==> src/rtl/wq_pkg.sv <==
package wq_pkg;
  localparam int WORD_W = 32;
  localparam int LANES  = WORD_W / 8;
  localparam int LANE_W = $clog2(LANES);
  localparam int ADDR_W = 3;
  localparam int TRIG_W = 3;
  localparam int STAT_W = 4;

  localparam logic [ADDR_W-1:0] A_CTRL  = ADDR_W'(0);
  localparam logic [ADDR_W-1:0] A_STAT  = ADDR_W'(1);
  localparam logic [ADDR_W-1:0] A_TXD   = ADDR_W'(2);
  localparam logic [ADDR_W-1:0] A_RXD   = ADDR_W'(3);
  localparam logic [ADDR_W-1:0] A_TXLEN = ADDR_W'(4);
  localparam logic [ADDR_W-1:0] A_RXLEN = ADDR_W'(5);

  localparam int CTL_RXFL   = 0;
  localparam int CTL_TXFL   = 1;
  localparam int CTL_RXTRIG = 2;
  localparam int CTL_TXTRIG = 5;

  localparam int ST_RXCNT  = 0;
  localparam int ST_TXFREE = 4;
  localparam int ST_OVF    = 8;
  localparam int ST_UNF    = 9;

  // write one byte into lane i of a word
  function automatic logic [WORD_W-1:0] lane_put(input logic [WORD_W-1:0] w,
                                                 input logic [LANE_W-1:0] i,
                                                 input logic [7:0] b);
    logic [WORD_W-1:0] r;
    r = w;
    r[8*i +: 8] = b;
    return r;
  endfunction

  // pick lane i of a word
  function automatic logic [7:0] lane_get(input logic [WORD_W-1:0] w,
                                          input logic [LANE_W-1:0] i);
    return w[8*i +: 8];
  endfunction

  // word boundary reached: top lane, or the transfer's final byte
  function automatic logic lane_last(input logic [LANE_W-1:0] i,
                                     input logic one_left);
    return (i == LANE_W'(LANES - 1)) || one_left;
  endfunction

  // service request rule shared by both directions
  function automatic logic level_above(input logic [7:0] lvl,
                                       input logic [7:0] trig);
    return lvl > trig;
  endfunction

  // saturating status field
  function automatic logic [STAT_W-1:0] stat_field(input logic [7:0] n);
    return (n > 8'((1 << STAT_W) - 1)) ? '1 : n[STAT_W-1:0];
  endfunction
endpackage

==> src/rtl/wq_fifo.sv <==
module wq_fifo #(
  parameter int W     = 32,
  parameter int DEPTH = 8
) (
  input  logic                       clk,
  input  logic                       rst_n,
  input  logic                       flush,
  input  logic                       push,
  input  logic [W-1:0]               wdata,
  input  logic                       pop,
  output logic [W-1:0]               head,
  output logic [$clog2(DEPTH+1)-1:0] count,
  output logic                       full,
  output logic                       empty,
  output logic                       push_drop,
  output logic                       pop_miss
);
  localparam int PTR_W = (DEPTH > 1) ? $clog2(DEPTH) : 1;
  localparam int CNT_W = $clog2(DEPTH + 1);

  logic [W-1:0]     mem [DEPTH];
  logic [PTR_W-1:0] wr_ptr, rd_ptr;
  logic             push_ok, pop_ok;

  assign full      = (count == CNT_W'(DEPTH));
  assign empty     = (count == '0);
  assign push_ok   = push && !full && !flush;
  assign pop_ok    = pop && !empty && !flush;
  assign push_drop = push && full && !flush;
  assign pop_miss  = pop && empty && !flush;
  assign head      = mem[rd_ptr];

  function automatic logic [PTR_W-1:0] ptr_next(input logic [PTR_W-1:0] p);
    return (p == PTR_W'(DEPTH - 1)) ? '0 : p + PTR_W'(1);
  endfunction

  always_ff @(posedge clk or negedge rst_n) begin
    if (!rst_n) begin
      wr_ptr <= '0;
      rd_ptr <= '0;
      count  <= '0;
    end else if (flush) begin
      wr_ptr <= '0;
      rd_ptr <= '0;
      count  <= '0;
    end else begin
      if (push_ok) wr_ptr <= ptr_next(wr_ptr);
      if (pop_ok)  rd_ptr <= ptr_next(rd_ptr);
      case ({push_ok, pop_ok})
        2'b10:   count <= count + CNT_W'(1);
        2'b01:   count <= count - CNT_W'(1);
        default: count <= count;
      endcase
    end
  end

  generate
    for (genvar g = 0; g < DEPTH; g++) begin : g_slot
      always_ff @(posedge clk or negedge rst_n) begin
        if (!rst_n)
          mem[g] <= '0;
        else if (push_ok && wr_ptr == PTR_W'(g))
          mem[g] <= wdata;
      end
    end
  endgenerate
endmodule

==> src/rtl/wq_unpack.sv <==
module wq_unpack
  import wq_pkg::*;
#(
  parameter int LEN_W = 13
) (
  input  logic              clk,
  input  logic              rst_n,
  input  logic              flush,
  input  logic              len_wr,
  input  logic [LEN_W-1:0]  len_val,
  input  logic              word_avail,
  input  logic [WORD_W-1:0] head_word,
  input  logic              byte_ready,
  output logic              byte_valid,
  output logic [7:0]        byte_data,
  output logic              word_pop,
  output logic [LEN_W-1:0]  rem
);
  logic [LANE_W-1:0] idx;
  logic              fire, last;

  assign byte_valid = !flush && (rem != '0) && word_avail;
  assign byte_data  = lane_get(head_word, idx);
  assign fire       = byte_valid && byte_ready;
  assign last       = lane_last(idx, rem == LEN_W'(1));
  assign word_pop   = fire && last;

  always_ff @(posedge clk or negedge rst_n) begin
    if (!rst_n) begin
      rem <= '0;
      idx <= '0;
    end else if (flush) begin
      rem <= '0;
      idx <= '0;
    end else if (len_wr) begin
      rem <= len_val;
      idx <= '0;
    end else if (fire) begin
      rem <= rem - LEN_W'(1);
      idx <= last ? '0 : idx + LANE_W'(1);
    end
  end
endmodule

==> src/rtl/wq_pack.sv <==
module wq_pack
  import wq_pkg::*;
#(
  parameter int LEN_W = 13
) (
  input  logic              clk,
  input  logic              rst_n,
  input  logic              flush,
  input  logic              len_wr,
  input  logic [LEN_W-1:0]  len_val,
  input  logic              space,
  input  logic              byte_valid,
  input  logic [7:0]        byte_data,
  output logic              byte_ready,
  output logic              word_push,
  output logic [WORD_W-1:0] word_data,
  output logic [LEN_W-1:0]  rem
);
  logic [LANE_W-1:0] idx;
  logic [WORD_W-1:0] acc;
  logic              fire, last;

  assign byte_ready = !flush && (rem != '0) && space;
  assign fire       = byte_valid && byte_ready;
  assign last       = lane_last(idx, rem == LEN_W'(1));
  assign word_data  = lane_put(acc, idx, byte_data);
  assign word_push  = fire && last;

  always_ff @(posedge clk or negedge rst_n) begin
    if (!rst_n) begin
      rem <= '0;
      idx <= '0;
      acc <= '0;
    end else if (flush) begin
      rem <= '0;
      idx <= '0;
      acc <= '0;
    end else if (len_wr) begin
      rem <= len_val;
      idx <= '0;
      acc <= '0;
    end else if (fire) begin
      rem <= rem - LEN_W'(1);
      idx <= last ? '0 : idx + LANE_W'(1);
      acc <= last ? '0 : word_data;
    end
  end
endmodule

==> src/rtl/wordq_pair.sv <==
module wordq_pair
  import wq_pkg::*;
#(
  parameter int DEPTH = 8,
  parameter int LEN_W = 13
) (
  input  logic              clk,
  input  logic              rst_n,
  input  logic              reg_wr,
  input  logic              reg_rd,
  input  logic [2:0]        reg_addr,
  input  logic [31:0]       reg_wdata,
  output logic [31:0]       reg_rdata,
  output logic              tx_byte_valid,
  output logic [7:0]        tx_byte,
  input  logic              tx_byte_ready,
  input  logic              rx_byte_valid,
  input  logic [7:0]        rx_byte,
  output logic              rx_byte_ready,
  output logic              tx_req,
  output logic              rx_req,
  output logic              tx_ovf,
  output logic              rx_unf
);
  localparam int CNT_W = $clog2(DEPTH + 1);

  // register decode
  logic ctl_wr, txd_wr, rxd_rd, txlen_wr, rxlen_wr;
  assign ctl_wr   = reg_wr && (reg_addr == A_CTRL);
  assign txd_wr   = reg_wr && (reg_addr == A_TXD);
  assign txlen_wr = reg_wr && (reg_addr == A_TXLEN);
  assign rxlen_wr = reg_wr && (reg_addr == A_RXLEN);
  assign rxd_rd   = reg_rd && (reg_addr == A_RXD);

  // control state
  logic [TRIG_W-1:0] tx_trig, rx_trig;
  logic              tx_fl, rx_fl;

  always_ff @(posedge clk or negedge rst_n) begin
    if (!rst_n) begin
      tx_trig <= '0;
      rx_trig <= '0;
      tx_fl   <= 1'b0;
      rx_fl   <= 1'b0;
    end else if (ctl_wr) begin
      tx_trig <= reg_wdata[CTL_TXTRIG +: TRIG_W];
      rx_trig <= reg_wdata[CTL_RXTRIG +: TRIG_W];
      tx_fl   <= reg_wdata[CTL_TXFL];
      rx_fl   <= reg_wdata[CTL_RXFL];
    end else begin
      tx_fl   <= 1'b0;
      rx_fl   <= 1'b0;
    end
  end

  // transmit path: register writes in, byte lanes out
  logic [WORD_W-1:0] tx_head;
  logic [CNT_W-1:0]  tx_cnt, tx_free;
  logic              tx_full, tx_empty, tx_pop, tx_drop, tx_miss;
  logic [LEN_W-1:0]  tx_rem;

  wq_fifo #(.W(WORD_W), .DEPTH(DEPTH)) u_txq (
    .clk(clk), .rst_n(rst_n), .flush(tx_fl),
    .push(txd_wr), .wdata(reg_wdata), .pop(tx_pop),
    .head(tx_head), .count(tx_cnt), .full(tx_full), .empty(tx_empty),
    .push_drop(tx_drop), .pop_miss(tx_miss)
  );

  wq_unpack #(.LEN_W(LEN_W)) u_unpack (
    .clk(clk), .rst_n(rst_n), .flush(tx_fl),
    .len_wr(txlen_wr), .len_val(reg_wdata[LEN_W-1:0]),
    .word_avail(!tx_empty), .head_word(tx_head),
    .byte_ready(tx_byte_ready), .byte_valid(tx_byte_valid),
    .byte_data(tx_byte), .word_pop(tx_pop), .rem(tx_rem)
  );

  // receive path: byte lanes in, register reads out
  logic [WORD_W-1:0] rx_head, rx_word;
  logic [CNT_W-1:0]  rx_cnt;
  logic              rx_full, rx_empty, rx_push, rx_drop, rx_miss;
  logic [LEN_W-1:0]  rx_rem;

  wq_pack #(.LEN_W(LEN_W)) u_pack (
    .clk(clk), .rst_n(rst_n), .flush(rx_fl),
    .len_wr(rxlen_wr), .len_val(reg_wdata[LEN_W-1:0]),
    .space(!rx_full), .byte_valid(rx_byte_valid), .byte_data(rx_byte),
    .byte_ready(rx_byte_ready), .word_push(rx_push),
    .word_data(rx_word), .rem(rx_rem)
  );

  wq_fifo #(.W(WORD_W), .DEPTH(DEPTH)) u_rxq (
    .clk(clk), .rst_n(rst_n), .flush(rx_fl),
    .push(rx_push), .wdata(rx_word), .pop(rxd_rd),
    .head(rx_head), .count(rx_cnt), .full(rx_full), .empty(rx_empty),
    .push_drop(rx_drop), .pop_miss(rx_miss)
  );

  // sticky error flags, cleared by the matching flush
  always_ff @(posedge clk or negedge rst_n) begin
    if (!rst_n) begin
      tx_ovf <= 1'b0;
      rx_unf <= 1'b0;
    end else begin
      if (tx_fl)        tx_ovf <= 1'b0;
      else if (tx_drop) tx_ovf <= 1'b1;
      if (rx_fl)        rx_unf <= 1'b0;
      else if (rx_miss) rx_unf <= 1'b1;
    end
  end

  // occupancy and service requests
  assign tx_free = CNT_W'(DEPTH) - tx_cnt;
  assign tx_req  = level_above(8'(tx_free), 8'(tx_trig));
  assign rx_req  = level_above(8'(rx_cnt), 8'(rx_trig));

  logic [31:0] ctl_word, stat_word;
  always_comb begin
    ctl_word = '0;
    ctl_word[CTL_TXTRIG +: TRIG_W] = tx_trig;
    ctl_word[CTL_RXTRIG +: TRIG_W] = rx_trig;
    ctl_word[CTL_TXFL] = tx_fl;
    ctl_word[CTL_RXFL] = rx_fl;
    stat_word = '0;
    stat_word[ST_RXCNT  +: STAT_W] = stat_field(8'(rx_cnt));
    stat_word[ST_TXFREE +: STAT_W] = stat_field(8'(tx_free));
    stat_word[ST_OVF] = tx_ovf;
    stat_word[ST_UNF] = rx_unf;
  end

  always_comb begin
    case (reg_addr)
      A_CTRL:  reg_rdata = ctl_word;
      A_STAT:  reg_rdata = stat_word;
      A_RXD:   reg_rdata = rx_empty ? '0 : rx_head;
      A_TXLEN: reg_rdata = 32'(tx_rem);
      A_RXLEN: reg_rdata = 32'(rx_rem);
      default: reg_rdata = '0;
    endcase
  end

  // a push into the receive queue is never refused: ready covers space
  logic unused_ok;
  assign unused_ok = rx_drop | tx_miss | (|tx_full);
endmodule

==> config.mk <==
export PLATFORM = sky130hd
export DESIGN_NAME = wordq_pair
export DESIGN_NICKNAME = d
export VERILOG_FILES = /design/src/rtl/wq_pkg.sv /design/src/rtl/wq_fifo.sv /design/src/rtl/wq_unpack.sv /design/src/rtl/wq_pack.sv /design/src/rtl/wordq_pair.sv
export SDC_FILE = /design/constraint.sdc
export NUM_CORES = 1
export LEC_CHECK = 0
export BUFFER_PORTS_ARGS = -buffer_cell sky130_fd_sc_hd__clkbuf_2
export CAP_MARGIN = 20
export CORE_AREA = 2 2 302 304
export DETAILED_ROUTE_END_ITERATION = 12
export DIE_AREA = 0 0 304 306
export GPL_TIMING_DRIVEN = 1
export SLEW_MARGIN = 20
export SYNTH_ARGS = -nofsm -noshare
export SYNTH_HDL_FRONTEND = slang
export SYNTH_SLANG_ARGS = --single-unit
==> constraint.sdc <==
create_clock -name clk -period 5.42 [get_ports clk]
set_input_delay 1.084 -clock clk [delete_from_list [all_inputs] [get_ports clk]]
set_output_delay 1.084 -clock clk [all_outputs]
set_load 0.1 [all_outputs]
### Word-level counts from Yosys, hierarchy flattened

Index checks and enable logic that the tools add are counted.

* output and inout bits: 46
* input bits: 49
* register bits after elaboration: 604

* equal/unequal tests: 31
* reductions and logical operators: 66
* magnitude comparators: 4
* bitwise logic cells: 2
* $add $sub $neg: 14
* shift operators: 3
* multiplexer cells: 49

Operator list (count)
* $mux W32: 9
* $bmux W32 S3: 2
* $pmux W32 S5: 1
* $mux W13: 6
* $logic_and A1 B1 Y1: 41
* $eq A3 B3 Y1 const B: 12
* $mux W3: 12
* $neg A5 Y34: 1
* $shift A8 B34 Y32 const A: 1
* $shiftx A8 B34 Y32: 1
* $bwmux W32: 1
* $shiftx A32 B6 Y8: 1
* $eq A13 B1 Y1 const B: 2
* $reduce_bool A13 Y1: 2
* $sub A13 B1 Y13 const B: 2
* $eq A3 B2 Y1 const B: 6
* $mux W2: 8
* $pmux W4 S2: 2
* $add A3 B1 Y3 const B: 4
* $reduce_bool A2 Y1: 6
* $reduce_bool A3 Y1: 4
* $eq A3 B1 Y1 const B: 3
* $logic_not A3 Y1: 3
* $add A4 B1 Y4 const B: 2
* 14 further kinds: 37

### Longest topological paths before layout

* depth in word-level cells: 10
* mapped depth: 14
* depth with buffers taken out: 13

### Cells and area by module

A second synthesis with hierarchy kept.

* cells, all modules: 2030
* area, all modules: 30455.5 µm²

By module, submodules not included
* wq_fifo (u_rxq): seq. area each 6656.4 µm², area each 12618.4 µm², times used 1, cells each 746
* wq_fifo (u_txq): seq. area each 6656.4 µm², area each 12597.1 µm², times used 1, cells each 746
* wq_pack: seq. area each 1176.1 µm², area each 2735.1 µm², times used 1, cells each 264
* wq_unpack: seq. area each 375.4 µm², area each 1290.0 µm², times used 1, cells each 131
* wordq_pair: seq. area each 250.2 µm², area each 1214.9 µm², times used 1, cells each 143

### Worst setup path after synthesis

Ideal clock, no wire load.

* kind: input -> output
* from: input reg_addr[2]
* to: output reg_rdata[8]
* setup slack: 0.810 ns
* data arrival time: 3.526 ns
* buffers on the path: 2
* required time: 4.336 ns
* cell stages on the path: 5
* cell sequence: clkbuf_1 -> clkbuf_1 -> nor2b_1 -> a22oi_1 -> o22ai_1

* longest elaborated chain between the ends: 2
* elaborated cells between the ends (all ways): 6

RTL lines
* start: declaration: RTL line wordq_pair.sv:11 `input logic [2:0] reg_addr,`
* $eq A3 B3 Y1, or another cell as far along: RTL line wordq_pair.sv:131 `case (reg_addr)`
* $pmux W32 S5 (*): RTL line wordq_pair.sv:131
* end: declaration: RTL line wordq_pair.sv:13 `output logic [31:0] reg_rdata,`

Every way passes the cells marked *; elsewhere a longest branch is shown, timed or not.

### Worst setup path in the final report

* from: register u_txq.rd_ptr[0]
* to: output tx_byte[4]

* longest elaborated chain between the ends: 5

RTL lines
* start: declaration: RTL line wq_fifo.sv:22 `logic [PTR_W-1:0] wr_ptr, rd_ptr;`
* start signal: assignment: RTL line wq_fifo.sv:48 `if (pop_ok) rd_ptr <= ptr_next(rd_ptr);`
* $not A3 Y4 (not written as such): RTL line wq_fifo.sv:31 `assign head = mem[rd_ptr];`
* $bmux W32 S3: RTL line wq_fifo.sv:31
* $mux W32 (not written as such) (2 in series): RTL line wq_fifo.sv:31
* $shiftx A32 B6 Y8: RTL line wq_pkg.sv:39 `return w[8*i +: 8];`
* end: declaration: RTL line wordq_pair.sv:15 `output logic [7:0] tx_byte,`

Every way passes these cells. The select of a mux whose other input is x is not followed.

==> qor_table.md <==
| Stage | Metric | Reported |
| --- | --- | --- |
| status | Result of the run | finished, final reports clean |
| place | Detail Placement HPWL | 46000 um |
| logic synthesis | EDFF count, synth | 0 |
| timing | Max-slew violation count | 0 |
| timing | Final Hold Slack | 0.472 ns |
| grt | Routing usage on met3 | 3.01% |
| final layout | Fraction of layout cells with a size suffix above 1 | 27.7% |
| timing | Hold Fails Final Rpt | 0 |
| critical path | CP bufs+invs | 2 |
| place | Placed cells | 3438 |
| grt | Top Usage Layer GRT | met2 |
| routing | Overall via count from detail_route | 18700 |
| grt | Global-route wire length before repair | 117000 um |
| logic synthesis | Synthesized area divided by synthesized cell count | 12.4 um^2 |
| power and ir drop | Leakage power | 14.6 nW |
| final layout | ANT cells | 0 |
| critical path | Reg2Reg Depth | 13 |
| logic synthesis | Gate count of the mapped netlist | 2300 |
| critical path | Library cell appearing most often on the critical path | mux4_2 |
| logic synthesis | Biggest area consumer among synthesized cells | dfrtp_1 |
| logic synthesis | Mapped Nets | 2390 |
| clocking | Clock latency reported for the late side of the worst-skew pair | 0.62 ns |
| power and ir drop | Cell internal power dissipation | 10.8 mW |
| place | Worst slack after detailed placement | 1.27 ns |
| grt | Overflow left after global routing | 0 |
| logic synthesis | Dominant combinational cell family by area after synthesis | multiplexers |
| timing | Setup violators final | 0 |
| logic synthesis | Top post-synthesis cells by area | dfrtp_1, mux4_2, mux2_2 |
| die | FP Rows | 110 |
| logic synthesis | Share of flip-flops with an asynchronous set or reset after synthesis | 100% |
| clocking | Clock tree sinks | 604 |
| place | Number of buffer cells added on primary ports | 94 |
| die | Floorplan die area | 93000 um^2 |
| place | Placed Instance Area | 30100 um^2 |
| clocking | Post-CTS clock slew at the launch and capture registers of the worst setup and hold paths | 0.06 ns |
| critical path | Critical path, cell by cell | buf_4 > mux4_2 > mux4_2 > mux2_2 > clkbuf_2 |
| critical path | Cell family with the largest share of critical-path delay | multiplexers |
| power and ir drop | Part of the total power dissipated in the clock network | 26.4% |
| die | Overall die height | 306 um |
| grt | Antenna violations before repair | 4 |
| hold path | Hold Path Origin | u_rxq.mem[84]$_DFFE_PN0P_ |
| timing | Setup repair after global routing missed its margin | false |
| timing | Slew Limit Headroom | 24.6% |
| clocking | Number of buffers inserted to repair setup after CTS | 0 |
| logic synthesis | Share of the synthesized area in compound gates (AO/OA/AOI/OAI) | 8.15% |
| critical path | Highest fanout seen on the critical path | 21 |
| timing | Final worst path period need | 4.58 ns |
| timing | Measured slew at the worst slew-check pin | 1.13 ns |
| timing | Crit path setup slack, layout | 0.841 ns |
| routing | Total routed wirelength | 73800 um |
| grt | All-layer global routing usage | 16.0% |
| power and ir drop | Sw Ratio | 36.4% |
| routing | Iteration-0 DRC Markers | 1670 |
| logic synthesis | Primary FF master, synth | dfrtp_1 |
| die | Number of I/O pins | 95 |
| critical path | Crit end category | primary output |
| routing | Via-per-instance ratio | 5.25 |
| clocking | Number of H-tree levels | 3 |
| routing | Final ANT Viol Nets | 0 |
| logic synthesis | Cell with the most instances after synthesis | dfrtp_1 |
| grt | Global-route track usage on met1 | 21.8% |
| routing | Wire per inst | 20.8 um |
| timing | Maximum clock frequency | 218 MHz |
| critical path | Worst Path Arrival | 3.49 ns |
| job | Number of max-cap violations | 0 |
| logic synthesis | Total of flip-flops plus latches after synthesis | 604 |
| routing | DRC errors left | 0 |
| critical path | Category of the most critical setup path | register to primary output |
| logic synthesis | Number of distinct library cell variants in the gate-level netlist after synthesis | 65 |
| grt | Met2 usage in global routing | 26.2% |
| logic synthesis | Adder and majority gate portion of the synthesized area | 1.85% |
| clocking | Clock tree root driver cell | clkbuf_16 |
| critical path | R2R Setup Slk | 1.86 ns |
| critical path | Startpoint types | register |
| critical path | Terminus of the critical flop-to-flop path | u_txq.count[3]$_DFFE_PN0P_ |
| timing | Max Clock Skew | 0.0329 ns |
| final layout | Final net count | 2422 |
| timing | Total negative setup slack | 0 ns |
| power and ir drop | Sequential group share of total power | 39.5% |
| critical path | Cell with the biggest individual delay on the critical path | dfrtp_4 |
| die | Initial standard-cell utilization of the core | 31.9% |
| timing | Final cycle utilization of the critical path | 84.5% |
| final layout | Final Core Density | 36.0% |
| die | Die width | 304 um |
| clocking | Cts repair resizes | 0 |
| hold path | Hold depth | 2 |
| power and ir drop | Worst ir drop on vdd | 0.000343 V |
| logic synthesis | Cell area after synthesis | 28600 um^2 |
| power and ir drop | Power density over the cells | 528 nW/um^2 |
| logic synthesis | Post-synthesis sequential area ratio | 52.9% |
| critical path | Worst endpoint required time | 4.34 ns |
| logic synthesis | Synth Area in XOR/XNOR | 0.828% |
| clocking | Number of buffers added by the clock tree synthesis step | 68 |
| power and ir drop | Combinational fraction of design power | 34.1% |
| logic synthesis | Share of synthesized cell area in and, or, nand and nor gates | 8.41% |
| final layout | Cell area after layout | 32200 um^2 |
| power and ir drop | Power, Total | 17.0 mW |
| routing | Pre-Repair DR Iteration Count | 7 |
| place | Final weighted congestion in routability-driven placement | 0.854 |
| final layout | Total of fill cells in the finished design | 8575 |
| critical path | Delay of the slowest cell on the worst path | 0.70 ns |
| grt | Vias in the first global route | 19500 |
| clocking | CTS tree | built |
| die | Core outline area | 89600 um^2 |
| hold path | Hold WC Path Type | register to register |
| logic synthesis | Share of cell area taken by muxes after synthesis | 23.9% |
| grt | Pin count of the biggest net entering global routing | 144 |
| clocking | Longest Clk Path Bufs | 3 |
| final layout | Area growth from synthesis to layout | 12.8% |
| power and ir drop | Switching pwr | 6.19 mW |
| logic synthesis | Post-synth top area share | 52.9% |
| critical path | Critical register-to-register path startpoint | u_txq.count[0]$_DFFE_PN0P_ |
| final layout | Non-filler cells, final | 3556 |
| logic synthesis | Number of synthesis warnings | 0 |
| hold path | Worst min-delay path endpoint | u_rxq.mem[84]$_DFFE_PN0P_ |
| logic synthesis | Most numerous cell types in the synthesized netlist | dfrtp_1, mux2_2, nor2_1 |
| clocking | Number of buffers added to fix hold violations after cts | 0 |
## power by group through the flow
stage,logic (mW),clock network (mW),registers [mW]
2_1_floorplan,4.69,0,6.33
3_3_place_gp,5.67,0,6.69
3_5_place_dp,5.84,0,6.79
4_1_cts,5.86,4.60,6.72
5_1_grt,6.26,4.80,6.90
6_report,5.80,4.50,6.72
## metal layers
metal  part of all wire, %  wire [um]
met1                    45      32900
met2                    48      35600
met3                   5.3       3930
met4                   1.9       1410
met5                 0.051         38
## kinds of logic after synthesis
family	count (synthesis)
flops	604
simple gates	525
mux	461
compound gates	414
buf+inv	228
fa+ha+maj	41
xor+xnor	27
## flip-flops by register name, indices dropped and copies added (netlist names), 2 cells and up
register,cells
u_rxq.wr_ptr,3
u_pack.rem,13
tx_trig,3
u_pack.acc,32
u_pack.idx,2
rx_trig,3
u_txq.wr_ptr,3
u_txq.count,4
u_rxq.count,4
u_unpack.idx,2
u_rxq.rd_ptr,3
u_unpack.rem,13
u_txq.mem,256
u_rxq.mem,256
u_txq.rd_ptr,3
## cell type report
type | count | area [um^2] | area share [%]
repair buffers | 125 | 838 | 2.60
clock inverters | 23 | 215 | 0.668
inverters | 65 | 244 | 0.757
clock buffers | 95 | 1950 | 6.06
multi-input cells | 1468 | 12400 | 38.4
well taps | 1176 | 1470 | 4.57
flip-flops and latches | 604 | 15100 | 46.9
## layout by cell type (no fill, tap or decap), types with 11 or more instances in the layout
master	n
xnor2_1	15
mux2_1	32
o22ai_1	15
o21ai_0	95
buf_4	21
inv_1	65
mux2i_1	42
ha_1	39
nor2_1	198
clkbuf_1	13
nor2b_1	40
mux2_2	236
a21oi_1	143
clkbuf_8	13
nand2_1	189
nor3_1	15
a211oi_1	23
clkinv_2	11
mux4_2	151
o21ai_1	76
dfrtp_1	598
a22oi_1	39
clkbuf_2	93
xor2_1	12
clkbuf_16	69
## tightest hold or removal path: stages (launching register included)
cell     delay, ns
dfrtp_1       0.34
nand2_1       0.04
o21ai_0       0.06
## worst max-delay path by stage
stage                                     start             to  depth (start not counted)
finish              u_txq.rd_ptr[0]$_DFFE_PN0P_     tx_byte[4]                          5
global placement                    reg_addr[2]  reg_rdata[27]                          5
detailed placement                  reg_addr[2]  reg_rdata[29]                          5
floorplan                           reg_addr[2]   reg_rdata[8]                          5
global route        u_txq.rd_ptr[0]$_DFFE_PN0P_     tx_byte[4]                          5
CTS                 u_txq.rd_ptr[0]$_DFFE_PN0P_     tx_byte[4]                          5
(Power assumes the default switching activity.)
